**src/rtl/pinbank_pkg.sv**
```systemverilog
package pinbank_pkg;

    // register group selected by address bits [5:4] of the local offset
    typedef enum logic [1:0] {
        GRP_OWN = 2'd0,
        GRP_DIR = 2'd1,
        GRP_VAL = 2'd2,
        GRP_PAD = 2'd3
    } grp_e;

    // new register value for a plain or a masked write
    function automatic logic [7:0] merge_byte(input logic [7:0] old_v,
                                              input logic [7:0] new_v,
                                              input logic [7:0] en_v,
                                              input logic       masked);
        logic [7:0] res;
        if (masked) res = (old_v & ~en_v) | (new_v & en_v);
        else        res = new_v;
        return res;
    endfunction

endpackage

```
**src/rtl/pinbank_decode.sv**
```systemverilog
module pinbank_decode
    import pinbank_pkg::*;
#(
    parameter int ADDR_W    = 8,
    parameter int NUM_PORTS = 4,
    parameter int ALIAS_OFS = 'h80
) (
    input  logic [ADDR_W-1:0] addr,
    output logic              hit,
    output logic              masked,
    output grp_e              grp,
    output logic [1:0]        port
);
    localparam logic [ADDR_W-1:0] AOFS = ADDR_W'(ALIAS_OFS);

    logic [ADDR_W-1:0] loc_a;

    always_comb begin
        masked = (addr >= AOFS);
        loc_a  = masked ? (addr - AOFS) : addr;
        grp    = grp_e'(loc_a[5:4]);
        port   = loc_a[3:2];
        hit    = ((loc_a >> 6) == '0)
               && (32'(port) < NUM_PORTS)
               && !(masked && grp == GRP_PAD);
    end

endmodule

```
**src/rtl/pinbank_port.sv**
```systemverilog
module pinbank_port
    import pinbank_pkg::*;
#(
    parameter int PINS = 8
) (
    input  logic            clk,
    input  logic            rst_n,
    input  logic            wr_en,
    input  logic            masked,
    input  grp_e            grp,
    input  logic [2*PINS-1:0] wdata,
    output logic [PINS-1:0] own_q,
    output logic [PINS-1:0] dir_q,
    output logic [PINS-1:0] val_q
);
    typedef struct packed {
        logic [PINS-1:0] own;
        logic [PINS-1:0] dir;
        logic [PINS-1:0] val;
    } port_st_t;

    port_st_t st_d, st_q;
    logic [PINS-1:0] w_val, w_en;

    assign w_val = wdata[PINS-1:0];
    assign w_en  = wdata[2*PINS-1:PINS];

    always_comb begin
        st_d = st_q;
        if (wr_en) begin
            unique case (grp)
                GRP_OWN: st_d.own = merge_byte(st_q.own, w_val, w_en, masked);
                GRP_DIR: st_d.dir = merge_byte(st_q.dir, w_val, w_en, masked);
                GRP_VAL: st_d.val = merge_byte(st_q.val, w_val, w_en, masked);
                default: ;
            endcase
        end
    end

    always_ff @(posedge clk or negedge rst_n) begin
        if (!rst_n) st_q <= '0;
        else        st_q <= st_d;
    end

    assign own_q = st_q.own;
    assign dir_q = st_q.dir;
    assign val_q = st_q.val;


    masked_keep_val_chk: assert property (@(posedge clk) disable iff (!rst_n)
        (wr_en && masked && grp == GRP_VAL)
        |=> (((val_q ^ $past(val_q)) & ~$past(w_en)) == '0)
            && (((val_q ^ $past(w_val)) & $past(w_en)) == '0));


    masked_keep_dir_chk: assert property (@(posedge clk) disable iff (!rst_n)
        (wr_en && masked && grp == GRP_DIR)
        |=> (((dir_q ^ $past(dir_q)) & ~$past(w_en)) == '0));


    plain_replace_chk: assert property (@(posedge clk) disable iff (!rst_n)
        (wr_en && !masked && grp == GRP_OWN) |=> (own_q == $past(w_val)));


    idle_stable_chk: assert property (@(posedge clk) disable iff (!rst_n)
        !wr_en |=> ($stable(own_q) && $stable(dir_q) && $stable(val_q)));

endmodule

```
**src/rtl/pinbank_sync.sv**
```systemverilog
module pinbank_sync #(
    parameter int W = 32
) (
    input  logic         clk,
    input  logic         rst_n,
    input  logic [W-1:0] pad_in,
    output logic [W-1:0] pad_sync
);
    typedef struct packed {
        logic [W-1:0] s1;
        logic [W-1:0] s2;
        logic [1:0]   age;
    } sync_st_t;

    sync_st_t st_d, st_q;

    always_comb begin
        st_d     = st_q;
        st_d.s1  = pad_in;
        st_d.s2  = st_q.s1;
        if (st_q.age != 2'd2) st_d.age = st_q.age + 2'd1;
    end

    always_ff @(posedge clk or negedge rst_n) begin
        if (!rst_n) st_q <= '0;
        else        st_q <= st_d;
    end

    assign pad_sync = st_q.s2;


    sync_delay_chk: assert property (@(posedge clk) disable iff (!rst_n)
        (st_q.age == 2'd2) |-> (pad_sync == $past(pad_in, 2)));

endmodule

```
**src/rtl/pinbank_regs.sv**
```systemverilog
module pinbank_regs
    import pinbank_pkg::*;
#(
    parameter int ADDR_W    = 8,
    parameter int DATA_W    = 32,
    parameter int NUM_PORTS = 4,
    parameter int PINS      = 8,
    parameter int ALIAS_OFS = 'h80,
    localparam int NPIN     = NUM_PORTS * PINS
) (
    input  logic              clk,
    input  logic              rst_n,
    input  logic              bus_sel,
    input  logic              bus_wr,
    input  logic [ADDR_W-1:0] bus_addr,
    input  logic [DATA_W-1:0] bus_wdata,
    output logic [DATA_W-1:0] bus_rdata,
    output logic [NPIN-1:0]   pin_own,
    output logic [NPIN-1:0]   pin_oe,
    output logic [NPIN-1:0]   pin_out,
    input  logic [NPIN-1:0]   pin_in
);
    logic       dec_hit, dec_masked;
    grp_e       dec_grp;
    logic [1:0] dec_port;

    logic [PINS-1:0] own_r [NUM_PORTS];
    logic [PINS-1:0] dir_r [NUM_PORTS];
    logic [PINS-1:0] val_r [NUM_PORTS];
    logic [NPIN-1:0] pad_s;
    logic [PINS-1:0] rd_byte;
    logic            wr_any;

    pinbank_decode #(
        .ADDR_W(ADDR_W), .NUM_PORTS(NUM_PORTS), .ALIAS_OFS(ALIAS_OFS)
    ) u_dec (
        .addr(bus_addr), .hit(dec_hit), .masked(dec_masked),
        .grp(dec_grp), .port(dec_port)
    );

    assign wr_any = bus_sel && bus_wr && dec_hit && (dec_grp != GRP_PAD);

    for (genvar p = 0; p < NUM_PORTS; p++) begin : g_port
        logic wr_p;
        assign wr_p = wr_any && (32'(dec_port) == p);

        pinbank_port #(.PINS(PINS)) u_port (
            .clk(clk), .rst_n(rst_n), .wr_en(wr_p), .masked(dec_masked),
            .grp(dec_grp), .wdata(bus_wdata[2*PINS-1:0]),
            .own_q(own_r[p]), .dir_q(dir_r[p]), .val_q(val_r[p])
        );

        assign pin_own[p*PINS +: PINS] = own_r[p];
        assign pin_out[p*PINS +: PINS] = val_r[p];
        assign pin_oe [p*PINS +: PINS] = own_r[p] & dir_r[p];
    end

    pinbank_sync #(.W(NPIN)) u_sync (
        .clk(clk), .rst_n(rst_n), .pad_in(pin_in), .pad_sync(pad_s)
    );

    always_comb begin
        rd_byte = '0;
        for (int p = 0; p < NUM_PORTS; p++) begin
            if (32'(dec_port) == p) begin
                unique case (dec_grp)
                    GRP_OWN: rd_byte = own_r[p];
                    GRP_DIR: rd_byte = dir_r[p];
                    GRP_VAL: rd_byte = val_r[p];
                    default: rd_byte = pad_s[p*PINS +: PINS];
                endcase
            end
        end
        bus_rdata = '0;
        if (bus_sel && !bus_wr && dec_hit) bus_rdata[PINS-1:0] = rd_byte;
    end


    alias_rd_upper_chk: assert property (@(posedge clk) disable iff (!rst_n)
        (bus_sel && !bus_wr && dec_masked) |-> (bus_rdata[DATA_W-1:PINS] == '0));


    unmapped_wr_chk: assert property (@(posedge clk) disable iff (!rst_n)
        (bus_sel && bus_wr && !dec_hit)
        |=> ($stable(pin_own) && $stable(pin_oe) && $stable(pin_out)));


    pad_wr_ignored_chk: assert property (@(posedge clk) disable iff (!rst_n)
        (bus_sel && bus_wr && dec_hit && dec_grp == GRP_PAD)
        |=> ($stable(pin_own) && $stable(pin_oe) && $stable(pin_out)));

endmodule

```
**config.mk**
```make
export PLATFORM = sky130hd
export DESIGN_NAME = pinbank_regs
export DESIGN_NICKNAME = d
export VERILOG_FILES = /design/src/rtl/pinbank_pkg.sv /design/src/rtl/pinbank_decode.sv /design/src/rtl/pinbank_port.sv /design/src/rtl/pinbank_sync.sv /design/src/rtl/pinbank_regs.sv
export SDC_FILE = /design/constraint.sdc
export NUM_CORES = 1
export LEC_CHECK = 0
export ABC_AREA = 1
export BUFFER_PORTS_ARGS = -buffer_cell sky130_fd_sc_hd__buf_4
export CAP_MARGIN = 40
export CELL_PAD_IN_SITES_DETAIL_PLACEMENT = 0
export CELL_PAD_IN_SITES_GLOBAL_PLACEMENT = 1
export CORE_UTILIZATION = 38
export DETAILED_ROUTE_END_ITERATION = 7
export GPL_ROUTABILITY_DRIVEN = 0
export GPL_TIMING_DRIVEN = 1
export PLACE_DENSITY = 0.83
export SLEW_MARGIN = 25
export SYNTH_ARGS = -nofsm -noshare
export SYNTH_HDL_FRONTEND = slang
export SYNTH_SLANG_ARGS = --single-unit
```
**constraint.sdc**
```tcl
create_clock -name clk -period 1.15 [get_ports clk]
set_input_delay 0.0575 -clock clk [delete_from_list [all_inputs] [get_ports clk]]
set_output_delay 0.0575 -clock clk [all_outputs]
set_load 0.02 [all_outputs]
```
* Word level (Yosys, flattened, before mapping) *
Index checks and enable logic that the tools add are counted.

word-level totals
  register bits = 160
  output and inout bits = 128
  logic and storage cells = 103

cells by class
  multiplexer cells = 22
  bitwise logic cells = 30
  equality and inequality tests = 7
  add/subtract/negate cells = 1
  magnitude comparators = 1
  reductions and logical operators = 28

operator list
  kind                   count
  $mux W8                18
  $and A8 B8 Y8          17
  $or A8 B8 Y8           12
  $pmux W8 S3            4
  $reduce_and A2 Y1      12
  $logic_and A1 B1 Y1    11
  $eq A2 B2 Y1 const B   4
  $ge A8 B8 Y1 const B   1
  $logic_not A8 Y1       1
  $not A8 Y8             1
  $sub A8 B8 Y8 const B  1
  $eq A2 B1 Y1 const B   2
  $logic_not A2 Y1       2
  $logic_not A1 Y1       2
  $ne A2 B2 Y1 const B   1

* Logic depth before layout (Yosys ltp) *
  depth in word-level cells = 10
  gate-level depth with buffers = 10

* Hierarchy *
From an unflattened synthesis, not the netlist that was laid out.

unflattened totals
  cells, all modules = 1,204
  area, all modules = 8,647.0 um2

modules (own cells, without submodules)
  module          instances  cells an instance  area an instance (um2)
  pinbank_port    4          179                1,296.2
  pinbank_regs    1          415                1,810.5
  pinbank_sync    1          64                 1,601.5
  pinbank_decode  1          9                  50.0

* Worst setup path before layout *
Ideal clock, no wire load.

  path type = input port to output port
  start = in bus_addr[7]
  end = out bus_rdata[2]
  setup slack = -0.012 ns
  buffers on the path = 1
  stages = 6
  arrival = 1.104 ns
  required time = 1.092 ns
  path through = inv_1 > buf_2 > nor2_1 > nor3_2 > o21ai_0 > nor2_1

on the way
  longest elaborated chain between the ends = 9

RTL lines
  what                                  RTL line              RTL
  start, declared                       pinbank_regs.sv:15    input logic [ADDR_W-1:0] bus_addr,
  $ge A8 B8 Y1                          pinbank_decode.sv:19  masked = (addr >= AOFS);
  $mux W8                               pinbank_decode.sv:20  loc_a = masked ? (addr - AOFS) : addr;
  $eq A2 B2 Y1 (tied with other cells)  pinbank_regs.sv:66    unique case (dec_grp)
  $pmux W8 S3                           pinbank_regs.sv:66
  $mux W8 (4 in series)                 pinbank_regs.sv:65    if (32'(dec_port) == p) begin
  $mux W8 *                             pinbank_regs.sv:75    if (bus_sel && !bus_wr && dec_hit) bus_rdata[PINS-1:0] = rd_byte;
  end, declared                         pinbank_regs.sv:17    output logic [DATA_W-1:0] bus_rdata,

Mark *: on every way between the ends. The rest lies on a longest branch, timed or not.

==> metrics.md <==
| Metric | Value |
|---|---|
| Synthesis Warnings | 0 |
| Final ANT Viol Nets | 0 |
| Asr flop ratio synth | 1.00 |
| CTS tree | yes |
| Cell type with the largest total area after synthesis | dfrtp_1 |
| Highest routed layer | met4 |
| Critical Path RT | 1.09 ns |
| Metal2 WL | 12000 um |
| Finished Cell Area | 11900 um2 |
| Pre-CTS WS | -0.286 ns |
| Die H | 143 um |
| Placed insts | 1416 |
| Failing checks | hold timing, setup timing |
| CP Launch Type | flop |
| Starting DRT DRC Count | 513 |
| Internal power | 10.9 mW |
| First-pass GRT wire length | 38300 um |
| Clk pwr share | 0.371 |
| Post-synth EDFFs | 0 |
| Final hold violation count | 3 |
| Share of layout cells above drive strength 1 | 0.363 |
| Hpwl dp | 17100 um |
| Die area | 20300 um2 |
| Routed wl met3 | 1540 um |
| CP max stage delay | 0.40 ns |
| Achievable clock frequency | 0.630 GHz |
| Post-synth top cells | nand2_1, dfrtp_1, nand3_1 |
| Cell mode on critical path | nand2_1 |
| RSZ-0062 raised after global routing | yes |
| Fin. max-slew vios | 0 |
| Max Root-Sink Buffers | 2 |
| Switching Power | 4.34 mW |
| Gate power share | 0.210 |
| Total number of vias | 7350 |
| Via/cell ratio | 4.85 |
| IO Pins | 204 |
| Clock transition at the registers of the reported paths | 0.06 ns |
| Post-synth top flop | dfrtp_1 |
| Die width | 143 um |
| Skew final | 0.00545 ns |
| HP Class | in -> reg |
| Clk_lat worst skew | 0.44 ns |
| Initial antenna violation count | 0 |
| Syn avg cell area | 8.19 um2 |
| Clock buffer count from CTS | 17 |
| Sw Ratio | 0.284 |
| Critical path cell sequence | o21ai_1 > nand3_1 > nand2_1 > nand2_1 > nor2_1 > nor2_2 > buf_6 |
| Arrival @ worst endpoint | 1.53 ns |
| Count leader, synth | nand2_1 |
| Worst Path Class, Setup | reg -> out |
| Largest net degree at the start of global routing | 89 |
| Hold WS | -0.0659 ns |
| Final non-filler cell total | 1515 |
| DR pass1 iterations | 7 |
| LEAKAGE | 5.89 nW |
| # diodes | 0 |
| Synth Cell Area | 7510 um2 |
| Worst slew pin tran | 0.514 ns |
| Final worst-path cycle share | 1.38 |
| Clk sink count | 160 |
| Top cells by area, synth | dfrtp_1, nand2_1, nand3_1 |
| Core area | 19400 um2 |
| Remaining Overflow, GRT | 0 |
| Seq/Total Area, Yosys | 0.533 |
| H-Tree Depth | 4 |
| Max-cap violations | 0 |
| Synth Register Bits | 160 |
| Sequential share of power | 0.419 |
| GRT Util Overall | 0.252 |
| Slowest CP cell | dfrtp_1 |
| Drt wl/cell | 16.1 um |
| Initial Utilization | 0.387 |
| Placed Instance Area | 9850 um2 |
| CTS Root Buffer Type | clkbuf_16 |
| Status | finished with violations |
| PwrDens | 1290 nW/um2 |
| Row count | 51 |
| WL final | 24300 um |
| Synth top area share | 0.533 |
| Yosys cell types | 21 |
| Largest vdd supply drop | 0.00118 V |
| Wire length on met1 | 10100 um |
| Layout area overhead | 58.0% |
| Port Buf Inserts | 161 |
| Mapped Cells | 917 |
| Final setup vio count | 54 |
| Setup ws final | -0.437 ns |
| Crit-path max FO | 2 |
| Max-slew headroom | 0.657 |
| Vias in the first global route | 7171 |
| Fin crit period | 1.59 ns |
| Final net count | 1313 |
| DRC Markers | 0 |
| Critical Path End Type | primary output |
-- worst max-delay path, delay by kind of cell (launching register included) --
kind            cells  cell delay, ns
compound gates      1            0.14
flops               1            0.40
simple gates        5            0.42
buf+inv             1            0.13
-- per-stage QoR --
| stage | total power, mW | util | TNS, ns | hold slack [ns] |
|---|---|---|---|---|
| 2_1_floorplan | 7.60 | - | 0 | -0.238 |
| 3_3_place_gp | 9.01 | 0.508 | -10.94 | -0.157 |
| 3_5_place_dp | 9.04 | 0.508 | -12.85 | -0.156 |
| 4_1_cts | 15.2 | 0.595 | -5.49 | 0.00908 |
| 5_1_grt | 15.9 | 0.611 | -9.02 | 0.0109 |
| 6_report | 15.3 | 0.611 | -6.51 | -0.0659 |
-- final timing paths --
check | from | cells past startpoint | endpoint | slack, ns
max | flop | 7 | bus_rdata[6] | -0.44
min in group asynchronous | rst_n | 3 | u_sync.pad_sync[8] | 0.19
max reg2reg | flop | 4 | flop | 0.25
min | bus_wdata[9] | 3 | flop | -0.07
max in group asynchronous | rst_n | 3 | async pin | 0.50
min reg2reg | u_sync.st_d[22] | 0 | u_sync.pad_sync[20] | 0.35
-- routing by layer --
metal  GRT usage  up-vias
met5           0        -
met4       0.103        0
met3      0.0602       41
met2       0.412      288
met1       0.321     3470
li1            -     3551
-- logic make-up after synthesis --
group,count (synthesis),synth area share
AND/OR/NAND/NOR,482,0.281
flip-flops,160,0.533
buffers and inverters,151,0.103
AO/OA/AOI/OAI,123,0.0820
other,1,0.000500
-- final cells by class --
cell class	count	area, um2
Tap cell	265	332
Fill cell	1675	7540
Clock buffer	20	457
Clock inverter	12	134
Inverter	77	292
Timing Repair Buffer	352	3530
Multi-Input combinational cell	629	3110
Sequential cell	160	4010
-- what timing repair did --
item	4_1_cts	5_1_grt
endpoints found under the setup margin	76	84
resized for setup	196	79
hold buffers	48	2
endpoints found under the hold margin	200	2
pin swaps	40	36
buffers inserted	19	33
-- layout by cell type, fill, tap and decap left out, types with 4 or more instances in the layout --
cell           Yosys  final
buf_4             34    148
or2_2             10      8
nand2_2            0     20
buf_6              7    139
o21ai_1           86    102
o21ai_0           35     16
nor2_4             6     13
clkbuf_16          0     17
dfrtp_1          160    159
nand2_4            1     14
clkinv_4           0      4
nor2_2             1     10
buf_12             0     20
inv_1             72     46
nor2_1            50     34
nand3_1          146    135
dlygate4sd3_1      0     45
nand3_2            0     11
nand2_1          263    230
conb_1             1     24
inv_2              5     30
-- power by group through the flow --
stage,sequential [mW],combinational (mW),clock [mW]
after floorplan,6.65,0.944,0
after global placement,6.44,2.57,0
after detailed placement,6.45,2.59,0
after CTS,6.37,3.04,5.75
after global routing,6.44,3.47,5.96
final,6.40,3.21,5.67
(Power assumes the default switching activity.)
